`src/rtl/apr_view_pkg.sv`:
```
package apr_view_pkg;

  localparam int unsigned APR_DW       = 32;
  localparam int unsigned APR_IDX_W    = 2;
  localparam logic [3:0]  REV_ALLOWED  = 4'd2;

  typedef enum logic [1:0] {
    TGT_NONE = 2'd0,
    TGT_PRI  = 2'd1,
    TGT_NSB  = 2'd2
  } apr_tgt_e;

  typedef struct packed {
    apr_tgt_e              tgt;
    logic [APR_IDX_W-1:0]  idx;
    logic [APR_DW-1:0]     mask;
    logic [4:0]            lsb;
  } apr_route_t;

  // Registers needed to hold one bit per preemption level.
  function automatic int unsigned regs_for_bpr(input int unsigned min_bpr);
    int unsigned levels;
    levels = 128 >> min_bpr;
    return (levels + APR_DW - 1) / APR_DW;
  endfunction

endpackage

```
`src/rtl/apr_decode.sv`:
```
module apr_decode #(
  parameter int unsigned ADDR_W = 12
) (
  input  logic [ADDR_W-1:0] addr,
  output logic              win_pri,
  output logic              win_nsb,
  output logic [1:0]        idx
);
  localparam int unsigned TAG_W = ADDR_W - 4;
  localparam logic [TAG_W-1:0] PRI_TAG = TAG_W'(4'hD);
  localparam logic [TAG_W-1:0] NSB_TAG = TAG_W'(4'hE);

  logic aligned;

  always_comb begin
    aligned = (addr[1:0] == 2'b00);
    win_pri = aligned && (addr[ADDR_W-1:4] == PRI_TAG);
    win_nsb = aligned && (addr[ADDR_W-1:4] == NSB_TAG);
    idx     = addr[3:2];
  end
endmodule

```
`src/rtl/apr_route.sv`:
```
module apr_route
  import apr_view_pkg::*;
#(
  parameter int unsigned MIN_BPR = 0,
  parameter int unsigned NREGS   = 4
) (
  input  logic       win_pri,
  input  logic       win_nsb,
  input  logic [1:0] idx,
  input  logic       secure,
  input  logic [3:0] rev,
  input  logic       sec_ext,
  input  logic       groups,
  output apr_route_t route
);
  logic       redir_hit;
  logic [1:0] redir_idx;
  logic [31:0] redir_mask;
  logic [4:0]  redir_lsb;
  logic       idx_ok;
  logic       rev_ok;
  logic       ns_view;

  generate
    if (MIN_BPR == 0) begin : g_bpr0
      always_comb begin
        redir_hit  = (idx[1] == 1'b0);
        redir_idx  = {1'b1, idx[0]};
        redir_mask = 32'hFFFF_FFFF;
        redir_lsb  = 5'd0;
      end
    end else if (MIN_BPR == 1) begin : g_bpr1
      always_comb begin
        redir_hit  = (idx == 2'd0);
        redir_idx  = 2'd1;
        redir_mask = 32'hFFFF_FFFF;
        redir_lsb  = 5'd0;
      end
    end else if (MIN_BPR == 2) begin : g_bpr2
      always_comb begin
        redir_hit  = (idx == 2'd0);
        redir_idx  = 2'd0;
        redir_mask = 32'hFFFF_0000;
        redir_lsb  = 5'd16;
      end
    end else begin : g_bpr3
      always_comb begin
        redir_hit  = (idx == 2'd0);
        redir_idx  = 2'd0;
        redir_mask = 32'h0000_FF00;
        redir_lsb  = 5'd8;
      end
    end
  endgenerate

  always_comb begin
    idx_ok  = ({1'b0, idx} < 3'(NREGS));
    rev_ok  = (rev == REV_ALLOWED);
    ns_view = sec_ext && !secure;

    route.tgt  = TGT_NONE;
    route.idx  = idx;
    route.mask = 32'hFFFF_FFFF;
    route.lsb  = 5'd0;

    if (rev_ok && idx_ok) begin
      if (win_pri) begin
        if (!ns_view) begin
          route.tgt = TGT_PRI;
        end else if (redir_hit) begin
          route.tgt  = TGT_NSB;
          route.idx  = redir_idx;
          route.mask = redir_mask;
          route.lsb  = redir_lsb;
        end
      end else if (win_nsb && groups && !ns_view) begin
        route.tgt = TGT_NSB;
      end
    end
  end
endmodule

```
`src/rtl/apr_bank_store.sv`:
```
module apr_bank_store #(
  parameter int unsigned NREGS = 4,
  parameter int unsigned DW    = 32
) (
  input  logic          clk,
  input  logic          rst,
  input  logic          we,
  input  logic [1:0]    widx,
  input  logic [DW-1:0] wmask,
  input  logic [DW-1:0] wdata,
  input  logic [1:0]    ridx,
  output logic [DW-1:0] rdata
);
  logic [DW-1:0] mem [NREGS];

  always_ff @(posedge clk) begin
    if (rst) begin
      for (int i = 0; i < NREGS; i++) mem[i] <= '0;
    end else begin
      for (int i = 0; i < NREGS; i++) begin
        if (we && (widx == 2'(i))) mem[i] <= (mem[i] & ~wmask) | (wdata & wmask);
      end
    end
  end

  always_comb begin
    rdata = '0;
    for (int i = 0; i < NREGS; i++) begin
      if (ridx == 2'(i)) rdata = mem[i];
    end
  end

  generate
    for (genvar g = 0; g < NREGS; g++) begin : g_chk
      // Without a write strobe for this entry, its contents must hold.
      assert_store_hold_R6: assert property (@(posedge clk) disable iff (rst)
        !(we && widx == 2'(g)) |=> $stable(mem[g]));
      // A write never changes bits outside its field mask.
      assert_field_keep_R8: assert property (@(posedge clk) disable iff (rst)
        (we && widx == 2'(g)) |=> ((mem[g] ^ $past(mem[g])) & ~$past(wmask)) == '0);
    end
  endgenerate
endmodule

```
`src/rtl/apr_bank_view.sv`:
```
module apr_bank_view
  import apr_view_pkg::*;
#(
  parameter int unsigned ADDR_W  = 12,
  parameter int unsigned MIN_BPR = 0
) (
  input  logic              clk,
  input  logic              rst,
  input  logic [3:0]        cfg_rev,
  input  logic              cfg_sec_ext,
  input  logic              cfg_groups,
  input  logic              req_valid,
  input  logic              req_write,
  input  logic [ADDR_W-1:0] req_addr,
  input  logic [31:0]       req_wdata,
  input  logic              req_secure,
  output logic              rsp_valid,
  output logic [31:0]       rsp_rdata
);
  localparam int unsigned NREGS   = regs_for_bpr(MIN_BPR);
  localparam int unsigned FIELD_W = (MIN_BPR == 2) ? 16 : (MIN_BPR >= 3) ? 8 : 32;

  logic       dec_pri;
  logic       dec_nsb;
  logic [1:0] dec_idx;
  apr_route_t route;
  logic [31:0] pri_rd;
  logic [31:0] nsb_rd;
  logic [31:0] wpos;
  logic [31:0] sel_rd;
  logic [31:0] rd_val;
  logic        we_pri;
  logic        we_nsb;
  logic        rsp_valid_q;
  logic [31:0] rsp_rdata_q;

  apr_decode #(.ADDR_W(ADDR_W)) u_decode (
    .addr    (req_addr),
    .win_pri (dec_pri),
    .win_nsb (dec_nsb),
    .idx     (dec_idx)
  );

  apr_route #(.MIN_BPR(MIN_BPR), .NREGS(NREGS)) u_route (
    .win_pri (dec_pri),
    .win_nsb (dec_nsb),
    .idx     (dec_idx),
    .secure  (req_secure),
    .rev     (cfg_rev),
    .sec_ext (cfg_sec_ext),
    .groups  (cfg_groups),
    .route   (route)
  );

  always_comb begin
    wpos   = req_wdata << route.lsb;
    we_pri = req_valid && req_write && (route.tgt == TGT_PRI);
    we_nsb = req_valid && req_write && (route.tgt == TGT_NSB);
    sel_rd = (route.tgt == TGT_PRI) ? pri_rd : nsb_rd;
    rd_val = (sel_rd & route.mask) >> route.lsb;
  end

  apr_bank_store #(.NREGS(NREGS), .DW(32)) u_pri_bank (
    .clk   (clk),
    .rst   (rst),
    .we    (we_pri),
    .widx  (route.idx),
    .wmask (route.mask),
    .wdata (wpos),
    .ridx  (route.idx),
    .rdata (pri_rd)
  );

  apr_bank_store #(.NREGS(NREGS), .DW(32)) u_nsb_bank (
    .clk   (clk),
    .rst   (rst),
    .we    (we_nsb),
    .widx  (route.idx),
    .wmask (route.mask),
    .wdata (wpos),
    .ridx  (route.idx),
    .rdata (nsb_rd)
  );

  always_ff @(posedge clk) begin
    if (rst) begin
      rsp_valid_q <= 1'b0;
      rsp_rdata_q <= '0;
    end else begin
      rsp_valid_q <= req_valid;
      rsp_rdata_q <= (req_valid && !req_write && route.tgt != TGT_NONE) ? rd_val : '0;
    end
  end

  assign rsp_valid = rsp_valid_q;
  assign rsp_rdata = rsp_rdata_q;

  assert_rsp_follows_R2: assert property (@(posedge clk) disable iff (rst)
    req_valid |=> rsp_valid);
  assert_rsp_idle_R2: assert property (@(posedge clk) disable iff (rst)
    !req_valid |=> !rsp_valid);
  assert_write_rdata_zero_R2: assert property (@(posedge clk) disable iff (rst)
    (req_valid && req_write) |=> rsp_rdata == '0);
  assert_bad_rev_raz_R6: assert property (@(posedge clk) disable iff (rst)
    (req_valid && !req_write && cfg_rev != REV_ALLOWED) |=> rsp_rdata == '0);
  assert_idx_range_raz_R6: assert property (@(posedge clk) disable iff (rst)
    (req_valid && !req_write && {1'b0, req_addr[3:2]} >= 3'(NREGS)) |=> rsp_rdata == '0);

  generate
    if (FIELD_W < 32) begin : g_field_chk
      assert_field_read_width_R8: assert property (@(posedge clk) disable iff (rst)
        (req_valid && !req_write && dec_pri && cfg_sec_ext && !req_secure)
        |=> rsp_rdata[31:FIELD_W] == '0);
    end
  endgenerate
endmodule

```
`config.mk`:
```
export PLATFORM = sky130hd
export DESIGN_NAME = apr_bank_view
export DESIGN_NICKNAME = d
export VERILOG_FILES = /design/src/rtl/apr_view_pkg.sv /design/src/rtl/apr_decode.sv /design/src/rtl/apr_route.sv /design/src/rtl/apr_bank_store.sv /design/src/rtl/apr_bank_view.sv
export SDC_FILE = /design/constraint.sdc
export NUM_CORES = 1
export LEC_CHECK = 0
export BUFFER_PORTS_ARGS = -buffer_cell sky130_fd_sc_hd__clkbuf_2
export CORE_ASPECT_RATIO = 0.9
export CORE_MARGIN = 5
export CORE_UTILIZATION = 59
export DETAILED_ROUTE_END_ITERATION = 16
export MAX_ROUTING_LAYER = met4
export PLACE_DENSITY = 0.75
export SLEW_MARGIN = 20
export SYNTH_ARGS = -nofsm -noshare
export SYNTH_HDL_FRONTEND = slang
export SYNTH_SLANG_ARGS = --single-unit
export TNS_END_PERCENT = 1
```
`constraint.sdc`:
```
create_clock -name clk -period 10.3 [get_ports clk]
set_input_delay 2.06 -clock clk [delete_from_list [all_inputs] [get_ports clk]]
set_output_delay 2.06 -clock clk [all_outputs]
set_load 0.005 [all_outputs]
```
==> Word level (Yosys, flattened, before mapping) <==
Memories as Yosys holds them, arrays and structs flattened.
Cells that the tools add are included.
{ "word_totals": {"register_bits": 33, "ram_bits": 256, "out_inout_bits": 33, "wordCells": 117, "mem_count": 2} }
{ "op_classes": {"eq_ne": 8, "shifts": 2, "n_mux": 50, "bitwise": 28, "n_reduce_logical": 25} }
{ "memory_table": {"columns": ["name", "words", "width", "read_ports", "rd_clocked_by_memory_dff", "wr", "line_no", "source"], "rows": [
  ["u_nsb_bank.mem", 4, 32, 4, 0, 4, "apr_bank_store.sv:14", "logic [DW-1:0] mem [NREGS];"],
  ["u_pri_bank.mem", 4, 32, 4, 0, 4, "apr_bank_store.sv:14", null]
]} }
{ "op_table": {"columns": ["cell", "count"], "rows": [
  ["32-bit two-way mux", 17],
  ["32-bit AND", 10],
  ["32-bit bitwise OR", 8],
  ["41-bit two-way mux", 2],
  ["39-bit two-way mux", 2],
  ["32-bit inverter", 1],
  ["32-bit by 5-bit left shift with 32-bit output", 1],
  ["32-bit by 5-bit right shift with 32-bit output", 1],
  ["1-bit two-way mux", 26],
  ["1-bit logical AND", 18],
  ["8-bit by 4-bit equality test with 1-bit output, second input constant", 2],
  ["1-bit bitwise OR", 8],
  ["2-bit equality test, second input constant", 3],
  ["2-bit two-way mux", 3],
  ["2-bit by 1-bit equality test with 1-bit output, second input constant", 2],
  ["4-bit by 2-bit equality test with 1-bit output, second input constant", 1],
  ["2-bit zero test", 2],
  ["1-bit zero test", 3],
  ["2-bit nonzero test", 1],
  ["2-bit OR reduction", 1],
  ["1-bit inverter", 1]
]} }

==> Logic depth before layout (Yosys ltp) <==
Gate-level depths: netlist of the first run.
{ "logic_depth": {"ltp_word": 15, "mapped_depth": 8, "depth_no_buf": 5} }

==> By module <==
Synthesis of the first run repeated with hierarchy kept, for this count alone.
{ "hier_totals": {"hier_cells": 1616, "hier_area_um2": 18222.5} }
{ "modules_own_cells": {"columns": ["mod", "instances", "cells_each", "area_per_inst_um2"], "rows": [
  ["apr_bank_store", 2, 480, 6488.7],
  ["apr_bank_view", 1, 600, 4808.4],
  ["apr_route", 1, 49, 377.9],
  ["apr_decode", 1, 7, 58.8]
]} }

==> Worst setup path after synthesis of the first run <==
OpenSTA, ideal clock, no wires.
{ "synth_path": {"path_kind": "input to register", "startpoint": "input port req_addr[11]", "endpoint": "memory u_nsb_bank.mem[0][0], enable pin", "setup_ns": 0.428, "t_arrival_ns": 4.962, "required_ns": 9.872, "slack_ns": 4.910, "stages": 5, "path_buffers": 1, "cell_sequence": "or4_1 clkbuf_1 nor4_4 nand3_1 o21bai_1"} }
{ "synth_rtl": {"columns": ["element", "line_no", "source"], "rows": [
  ["start, declared", "apr_bank_view.sv:14", "input logic [ADDR_W-1:0] req_addr,"],
  ["end, declared", "apr_bank_store.sv:14", null]
]} }

==> results of run 1 <==
power groups by stage:
stage	combinational (mW)	sequential, mW	clock (mW)
after global routing	0.150	1.34	1.05
final	0.137	1.34	0.994
after floorplan	0.0813	1.36	0
after CTS	0.133	1.34	1.00
after global placement	0.130	1.36	0
after detailed placement	0.132	1.36	0
cell usage after synthesis, drive strengths merged:
cell type | instances | share of area, %
and2 | 256 | 12
edfxtp | 256 | 59
nand3 | 132 | 5.1
mux2i | 128 | 9.8
clkbuf | 70 | 2.2
o21ai | 64 | 2.5
a21oi | 33 | 1.3
dfxtp | 33 | 5.1
buf | 9 | 0.32
nor2 | 8 | 0.23
nor3 | 5 | 0.35
a41o | 4 | 0.31
o21bai | 4 | 0.23
inv | 2 | 0.058
nand2b | 2 | 0.096
nor2b | 2 | 0.096
nand2 | 1 | 0.029
nand3b | 1 | 0.058
nand4bb | 1 | 0.086
nor4 | 1 | 0.16
o2111ai | 1 | 0.067
o22ai | 1 | 0.048
o41a | 1 | 0.086
o41ai | 1 | 0.21
or2 | 1 | 0.048
or3 | 1 | 0.048
or4 | 1 | 0.058
or4b | 1 | 0.077
or4bb | 1 | 0.086
area by class of cell:
class                           instances  area, um2  share of cell area [%]
Inverter                                2       7.51                  0.0509
Timing Repair Buffer                  106        662                    4.49
Sequential cell                       289       8350                    56.6
Multi-Input combinational cell        651       4460                    30.3
Clock buffer                           39        773                    5.25
Clock inverter                         14        121                   0.823
Tap cell                              291        364                    2.47
flip-flops by register name, summed over array words and instances (netlist names):
name            count
u_pri_bank.mem    128
u_nsb_bank.mem    128
rsp_rdata          32
rsp_valid           1
path summary, 6_finish.rpt:
check / cells past startpoint / slack [ns] / startpoint / end
worst min register to register: 4 / 0.66 / u_nsb_bank.mem[0][0] / rsp_rdata[0]
worst max-delay path: 6 / 5.61 / req_addr[11] / u_pri_bank.mem[2][16]
worst max register to register: 4 / 9.22 / u_pri_bank.mem[3][11] / rsp_rdata[11]
worst min-delay path: 4 / 0.66 / u_nsb_bank.mem[0][0] / rsp_rdata[0]
per-stage QoR:
step / utilization [%] / hold slack, ns / setup slack, ns
after floorplan: - / 0.615 / 4.91
after global placement: 63.3 / 0.640 / 5.05
after detailed placement: 63.4 / 0.652 / 5.02
after CTS: 67.5 / 0.663 / 5.54
after global routing: 67.9 / 0.733 / 5.47
final: 67.9 / 0.664 / 5.61
routing by layer:
| layer | vias to the layer above | routed length (um) | track usage [%] |
|---|---|---|---|
| met5 | - | 0 | - |
| met3 | 56 | 1810 | 3.08 |
| met1 | 4066 | 12900 | 32.6 |
| met2 | 310 | 14000 | 38.7 |
| met4 | 0 | 660 | 6.83 |
| li1 | 3801 | - | - |
worst max-delay path: stages:
cell	delay, ns
clkbuf_2	0.07
or4_1	0.74
o41ai_4	0.34
buf_4	0.47
nand3_2	0.24
o21bai_4	0.89
cell families after synthesis:
| logic type | Yosys count |
|---|---|
| AOI/OAI and AO/OA | 109 |
| DFF | 289 |
| muxes | 128 |
| and+or+nand+nor | 414 |
| buffers and inverters | 81 |
==> reports/qor.csv, run 1 <==
metric;value;unit
CP Class;in -> reg;
Post-Layout Inst Area;0.0147;mm2
Sink Count;289;
Resized cells post-CTS;0;
Post CTS Setup Buffer Count;0;
fillcell total;1573;
synthesized cell area;0.0130;mm2
Post-Syn Instances;1021;
CTS tree;built;
initial antenna violation count;0;
Worst-Margin Slew;1.17;ns
minimum clock period;4.69;ns
number of cell rows;51;
DP HPWL;15700;um
drt initial violations;834;
Syn Nets;1076;
Synth-to-Final Area Change;13.1;%
Comb pwr share;5.5;%
crit path DAT;4.84;ns
main combinational cell family by area after synthesis;simple AND/OR/NAND/NOR gates;
Die Span Y;151;um
DRC;0;
Pleak;5.55;nW
CP required;10.46;ns
RSZ-0062 raised after global routing;false;
P per Cell Area;167;mW/mm2
fin crit share;45.5;%
clock group share of total power;40.3;%
vias;8233;
sequential share of power;54.2;%
detailed-router iteration count before antenna repair;5;
outcome;complete, no violations;
Net Sw Power;522;uW
final setup fails;0;
# diodes;0;
synth unique cells;33;
Root Buffer;clkbuf_16;
clk_skew;0.0113;ns
Seq/Total Area, Yosys;64.1;%
final setup TNS;0;ns
WL/cell;21.1;um
crit start category;input pin;
final WL;29400;um
mux contribution to synthesized area;9.83;%
Die ar.;0.0252;mm2
Hold Fails Final Rpt;0;
Syn. warnings;0;
nets;1134;
Synth Register Bits;289;
endpoint class of the critical path;flip-flop;
H-tree Lvls;1;
Die W;167;um
gp weighted congestion;0.796;
Cells after DPL;1335;
Detail Route Antenna Nets;0;
Pint;1.95;mW
XOR/XNOR share of the synthesized area;0;%
Hold WC Path Type;reg -> reg;
Final Non-Filler Cells;1392;
worst relative slew slack;22.1;%
grt ovf;0;
ratio of cells with drive above 1 in the final layout;15.7;%
Post-Synth Adder-Cell Area;0;%
Sw Ratio;21.1;%
IO buf count;87;
Mean Syn Cell Area;12.8;um2
gr usage total;23.9;%
final-report max-slew violation count;0;
TritonCTS Buffers;29;
DP Area;0.0137;mm2
Clk Latency, worst-skew pair;0.54;ns
global-route wire length before repair;45900;um
commonest cells after routing, fill and taps aside;and2_1, edfxtp_1, nand3_1;
Worst VDD drop;130;uV
Compound-Gate Fraction of Synth Area;4.68;%
Max Buffers Root-to-Sink;3;
Initial Util;60.1;%
CTS Hold Bufs;0;
Worst Path Max Fanout;36;
Overall Power;2.47;mW
clock-pin slew of the registers on the worst-case setup and hold paths;0.06;ns
Post-Synth Simple-Gate Area;18.9;%
core area;0.0217;mm2
IO Pins;88;
vias in the first global route;8258;
max-cap violations;0;
vias per std cell;5.91;
Achievable Freq;213;MHz
largest net degree at the start of global routing;66;
No activity file was read; power rests on OpenSTA's default activity.
==> run 2, diff against run 1 <==
- ABC_AREA: not set -> 1
- clock period: 10.3 -> 4.4 ns (I/O delays scaled with it)
==> run 2 against run 1 <==
Against the previous run: first-iteration DRC count grew 35%; final area decreased by 3.1%; die area decreased by 2.3%; register-to-register slack lost 5.8 ns; global-route usage is 2.6 points higher; sequential share of layout area increased by 1.8 points; area after synthesis is 2.4% lower; largest power group unchanged; via count rose by 17%; synthesized cell count grew 21%.
==> reports/qor.csv, run 2 <==
metric;value;unit;change
outcome;complete, no violations;;
endpoint class of the critical path;flip-flop;;
CP required;4.56;ns;-5.90 ns
Sink Count;289;;unchanged
area leader, netlist;edfxtp_1;;
Syn Nets;1286;;+20%
Synth-to-Final Area Change;12.3;%;
Achievable Freq;356;MHz;
main combinational cell family by area after synthesis;simple AND/OR/NAND/NOR gates;;
drt initial violations;1129;;+35%
DRC;0;;unchanged
Seq/Total Area, Yosys;65.6;%;+1.6 points
WL/cell;19.9;um;-5.6%
final setup TNS;0;ns;unchanged
Most used DFF post-synth;edfxtp_1;;
Post-Synth Simple-Gate Area;23.5;%;+4.7 points
most common cell after layout, fill and taps aside;nor2_1;;
worst relative slew slack;33.3;%;+11 points
P per Cell Area;413;mW/mm2;+150%
crit path DAT;2.96;ns;-1.88 ns
met1 Resource Use GR;36.5;%;+3.9 points
global-route wire length before repair;49800;um;+8.6%
pre-CTS setup slack;1.04;ns;-3.98 ns
grt met3 use;4.31;%;+1.2 points
Die ar.;0.0246;mm2;-2.3%
Hold WC Path Type;in -> reg;;
Post-synth top cells;nor2_1, edfxtp_1, nand4_1;;
ratio of cells with drive above 1 in the final layout;13.6;%;-2.1 points
most frequent CP cell;nand2_1;;
Syn. warnings;0;;unchanged
slowest CP cell;nand2_2;;
Pleak;5.65;nW;+1.7%
number of cell rows;51;;unchanged
CTS tree;built;;
worst setup margin;1.59;ns;-4.02 ns
fin crit share;63.8;%;
Compound-Gate Fraction of Synth Area;3.90;%;-0.78 points
Post-Syn Instances;1231;;+21%
Synth Register Bits;289;;unchanged
Detail Route Antenna Nets;0;;unchanged
Hold Fails Final Rpt;0;;unchanged
Mean Syn Cell Area;10.3;um2;-19%
Post CTS Setup Buffer Count;0;;unchanged
CP Class;in -> reg;;
vias per std cell;6.05;;+2.4%
Worst Path Max Fanout;32;;-11%
buffer and inverter count on the worst path;2;;unchanged
Resized cells post-CTS;0;;unchanged
final setup fails;0;;unchanged
vias in the first global route;9340;;+13%
minimum clock period;2.81;ns;
clk_skew;0.0107;ns;-0.000692 ns
IO Pins;88;;unchanged
Clk Latency, worst-skew pair;0.54;ns;about the same
commonest cells after routing, fill and taps aside;nor2_1, edfxtp_1, nand4_1;;
synthesized cell area;0.0127;mm2;-2.4%
Worst Setup SP;req_addr[1];;
Post-Synth Adder-Cell Area;0;%;unchanged
synth unique cells;23;;-30%
TritonCTS Buffers;29;;unchanged
DP HPWL;16700;um;+6.2%
top-count cell post-synth;nor2_1;;
IO buf count;87;;unchanged
number of synthesized flops with an enable pin;256;;unchanged
gr usage total;26.6;%;+2.6 points
Root Buffer;clkbuf_16;;
r2r startpoint;u_pri_bank.mem[1][0];;
RSZ-0062 raised after global routing;false;;
initial antenna violation count;0;;unchanged
Worst-Margin Slew;0.997;ns;-0.170 ns
Die W;165;um;-1.1%
crit start category;input pin;;
ranking of synthesized cells by area;edfxtp_1, nand4_1, nor2_1;;
DP Area;0.0134;mm2;-2.9%
crit-path max cell delay;0.73;ns;-0.16 ns
largest net degree at the start of global routing;87;;+32%
Post-Layout Inst Area;0.0143;mm2;-3.1%
XOR/XNOR share of the synthesized area;0;%;unchanged
grt ovf;0;;unchanged
Yosys top cell area share;60.4;%;+1.5 points
core area;0.0214;mm2;-1.2%
final WL;31600;um;+7.8%
max-cap violations;0;;unchanged
worst-path cell chain;clkbuf_2, nor2_1, nand2_1, nor2_2, nand3_4, nand2_4, nand2_1, inv_1, nand2_1, nand2_2;;
vias;9620;;+17%
final-report max-slew violation count;0;;unchanged
Max Buffers Root-to-Sink;3;;unchanged
Die Span Y;149;um;-1.1%
# diodes;0;;unchanged
detailed-router iteration count before antenna repair;9;;+4
GR Layer Usage met2;41.5;%;+2.8 points
GR peak layer;met2;;
gp weighted congestion;0.797;;+0.14%
startpoint of the worst hold path;rst;;
Initial Util;59.3;%;-0.74 points
H-tree Lvls;1;;unchanged
Async SR Flop Fraction;0;%;unchanged
mux contribution to synthesized area;0;%;-9.8 points
top cell family by delay on the critical path;simple AND/OR/NAND/NOR gates;;
clock-pin slew of the registers on the worst-case setup and hold paths;0.06;ns;about the same
CTS Hold Bufs;0;;unchanged
nets;1330;;+17%
Worst VDD drop;335;uV;+160%
[run 2: worst paths after layout]
check | slack (ns) | end | depth (start not counted)
worst min register to register | 0.61 | rsp_rdata[18] | 4
worst max register to register | 3.47 | rsp_rdata[0] | 4
worst max-delay path | 1.59 | u_nsb_bank.mem[2][23] | 10
worst min-delay path | 0.57 | rsp_valid | 2
[run 2: area by class of cell]
cell class	instances	area (um2)
Fill cell	1662	7150
Timing Repair Buffer	117	698
Multi-Input combinational cell	727	3530
Inverter	111	419
Sequential cell	289	8350
Tap cell	291	364
Clock buffer	36	762
Clock inverter	18	170
[run 2: cells by family after synthesis]
| family | Yosys count |
|---|---|
| buf+inv | 215 |
| simple gates | 628 |
| compound gates | 99 |
| flops | 289 |
[run 2: power breakdown]
| group | internal (mW) | leakage [nW] | switching (mW) |
|---|---|---|---|
| registers | 3.10 | 2.69 | 0.0319 |
| clock network | 1.40 | 0.450 | 1.03 |
| logic | 0.0916 | 2.50 | 0.249 |
[run 2: routing by layer]
| layer | routed length, um | part of all wire [%] |
|---|---|---|
| met4 | 816 | 2.6 |
| met2 | 15000 | 47 |
| met3 | 3210 | 10 |
| met5 | 0 | 0 |
| met1 | 12700 | 40 |
[run 2: per-stage QoR]
stage	cells	utilization [%]	total power, mW	hold WS [ns]
floorplan	1231	-	3.40	0.573
global placement	1535	62.3	3.51	0.589
detailed placement	1535	62.3	3.52	0.596
CTS	1589	66.6	5.91	0.558
global route	1589	66.6	6.08	0.564
finish	1589	66.6	5.90	0.573
==> run 3, diff against run 2 <==
- ABC_AREA: 1 -> 0
- CORE_UTILIZATION: 59 -> 55
- PLACE_DENSITY: 0.75 -> 0.73
- clock period: 4.4 -> 2.3 ns (I/O delays scaled with it)
==> run 3 against run 2 <==
Against the previous run: critical path depth is 2 lower; setup slack worse by 1.5 ns; worst hold slack worse by 0.29 ns; count of clock-buffer cells in the layout is 6 higher; non-clock buffer count is 50 higher; final area is 9.9% higher; final cell count is 7.6% lower; first-iteration DRC count is 25% lower; register-to-register slack worse by 2.2 ns; highest routed layer unchanged.
==> reports/qor.csv, run 3 (synthesized netlist as in run 1, its figures left out) <==
metric;value;unit;change
outcome;complete, no violations;;
Post-Layout Inst Area;0.0157;mm2;+9.9%
WL/cell;21.9;um;+10%
global-route wire length before repair;49600;um;-0.47%
crit start category;input pin;;
clk_skew;0.00718;ns;-0.00347 ns
vias per std cell;5.86;;-3.2%
final setup TNS;0;ns;unchanged
crit path DAT;2.60;ns;-0.36 ns
Die Span Y;156;um;+4.5%
Hold Fails Final Rpt;0;;unchanged
Sequential cell area;0.00835;mm2;unchanged
max-cap violations;0;;unchanged
RSZ-0062 raised after global routing;false;;
area occupied by multi-input gates;0.00448;mm2;+27%
P per Cell Area;743;mW/mm2;+80%
CTS tree;built;;
fillcell total;1668;;+0.36%
fin crit share;95.4;%;
Overall Power;11.7;mW;+98%
final WL;32100;um;+1.6%
IO buf count;87;;unchanged
vias;8600;;-11%
gp weighted congestion;0.800;;+0.35%
Die ar.;0.0269;mm2;+9.3%
Hold WC Path Type;in -> reg;;
drt initial violations;844;;-25%
nets;1196;;-10%
Max Buffers Root-to-Sink;3;;unchanged
Detail Route Antenna Nets;0;;unchanged
number of cell rows;53;;+3.9%
final setup fails;0;;unchanged
commonest cells after routing, fill and taps aside;and2_1, edfxtp_1, mux2i_1, nand3_1, clkbuf_2;;
DP HPWL;20300;um;+22%
Initial Util;55.8;%;-3.5 points
initial antenna violation count;1;;+1
IO Pins;88;;unchanged
endpoint class of the critical path;flip-flop;;
detailed-router iteration count before antenna repair;5;;-4
Pleak;6.02;nW;+6.5%
Root Buffer;clkbuf_16;;
core area;0.0233;mm2;+8.9%
final-report max-slew violation count;0;;unchanged
Sink Count;289;;unchanged
CP Class;in -> reg;;
Resized cells post-CTS;0;;unchanged
Worst-Margin Slew;0.491;ns;-0.506 ns
Die W;172;um;+4.5%
ratio of cells with drive above 1 in the final layout;20.9;%;+7.2 points
Post CTS Setup Buffer Count;0;;unchanged
worst relative slew slack;67.2;%;+34 points
largest net degree at the start of global routing;41;;-53%
Worst VDD drop;604;uV;+80%
DP Area;0.0147;mm2;+9.9%
Worst Path Max Fanout;26;;-19%
minimum clock period;2.19;ns;
grt ovf;0;;unchanged
gr usage total;24.8;%;-1.7 points
DRC;0;;unchanged
Synth-to-Final Area Change;20.5;%;
vias in the first global route;8797;;-5.8%
CTS Hold Bufs;0;;unchanged
Achievable Freq;456;MHz;
CP required;2.71;ns;-1.85 ns
TritonCTS Buffers;30;;+3.4%
Clk Latency, worst-skew pair;0.54;ns;about the same
H-tree Lvls;1;;unchanged
clock-pin slew of the registers on the worst-case setup and hold paths;0.07;ns;about the same
## run 3: through the flow
stage	utilization [%]	setup WS, ns	cells	hold WS [ns]
after global routing	67.3	0.0464	1468	0.271
after global placement	62.9	-0.370	1411	0.670
final	67.3	0.106	1468	0.283
after floorplan	-	-0.495	1021	0.543
after detailed placement	62.9	-0.423	1411	0.665
after CTS	67.3	0.141	1467	0.257
## run 3: power by group
part	total (mW)	leakage (nW)	internal (mW)	switching (mW)
Combinational	0.705	2.82	0.283	0.422
Clock	4.98	0.506	3.01	1.96
Sequential	5.99	2.69	5.92	0.0659
Total	11.7	6.02	9.22	2.45
## run 3: metal layers
layer | up-vias | GRT usage [%] | wire length, um
met1 | 4248 | 32.7 | 13000
met4 | 0 | 5.95 | 641
met5 | - | - | 0
met3 | 53 | 3.29 | 2500
li1 | 3946 | - | -
met2 | 353 | 41.4 | 16000
## run 3: final cells by class
type,count,area share (%)
Antenna cell,1,0.0159
Clock buffer,42,5.39
Clock inverter,14,1.12
Inverter,2,0.0478
Multi-Input combinational cell,651,28.5
Sequential cell,289,53.2
Tap cell,302,2.41
Timing Repair Buffer,167,9.35
## run 3: final timing paths
kind / slack [ns] / from / to / depth (start not counted)
worst max-delay path: 0.11 / req_secure / u_pri_bank.mem[3][26] / 8
worst min-delay path: 0.28 / req_wdata[5] / u_pri_bank.mem[0][5] / 2
worst max register to register: 1.27 / u_nsb_bank.mem[3][10] / rsp_rdata[10] / 5
worst min register to register: 0.67 / u_pri_bank.mem[0][8] / rsp_rdata[8] / 4
## run 3: worst max-delay path, stage by stage
cell and delay (ns):
clkbuf_2 0.10, or4bb_1 0.64, o41ai_4 0.40, buf_4 0.20, nand3_2 0.15, nor2_2 0.25, buf_12 0.23, and2_1 0.15
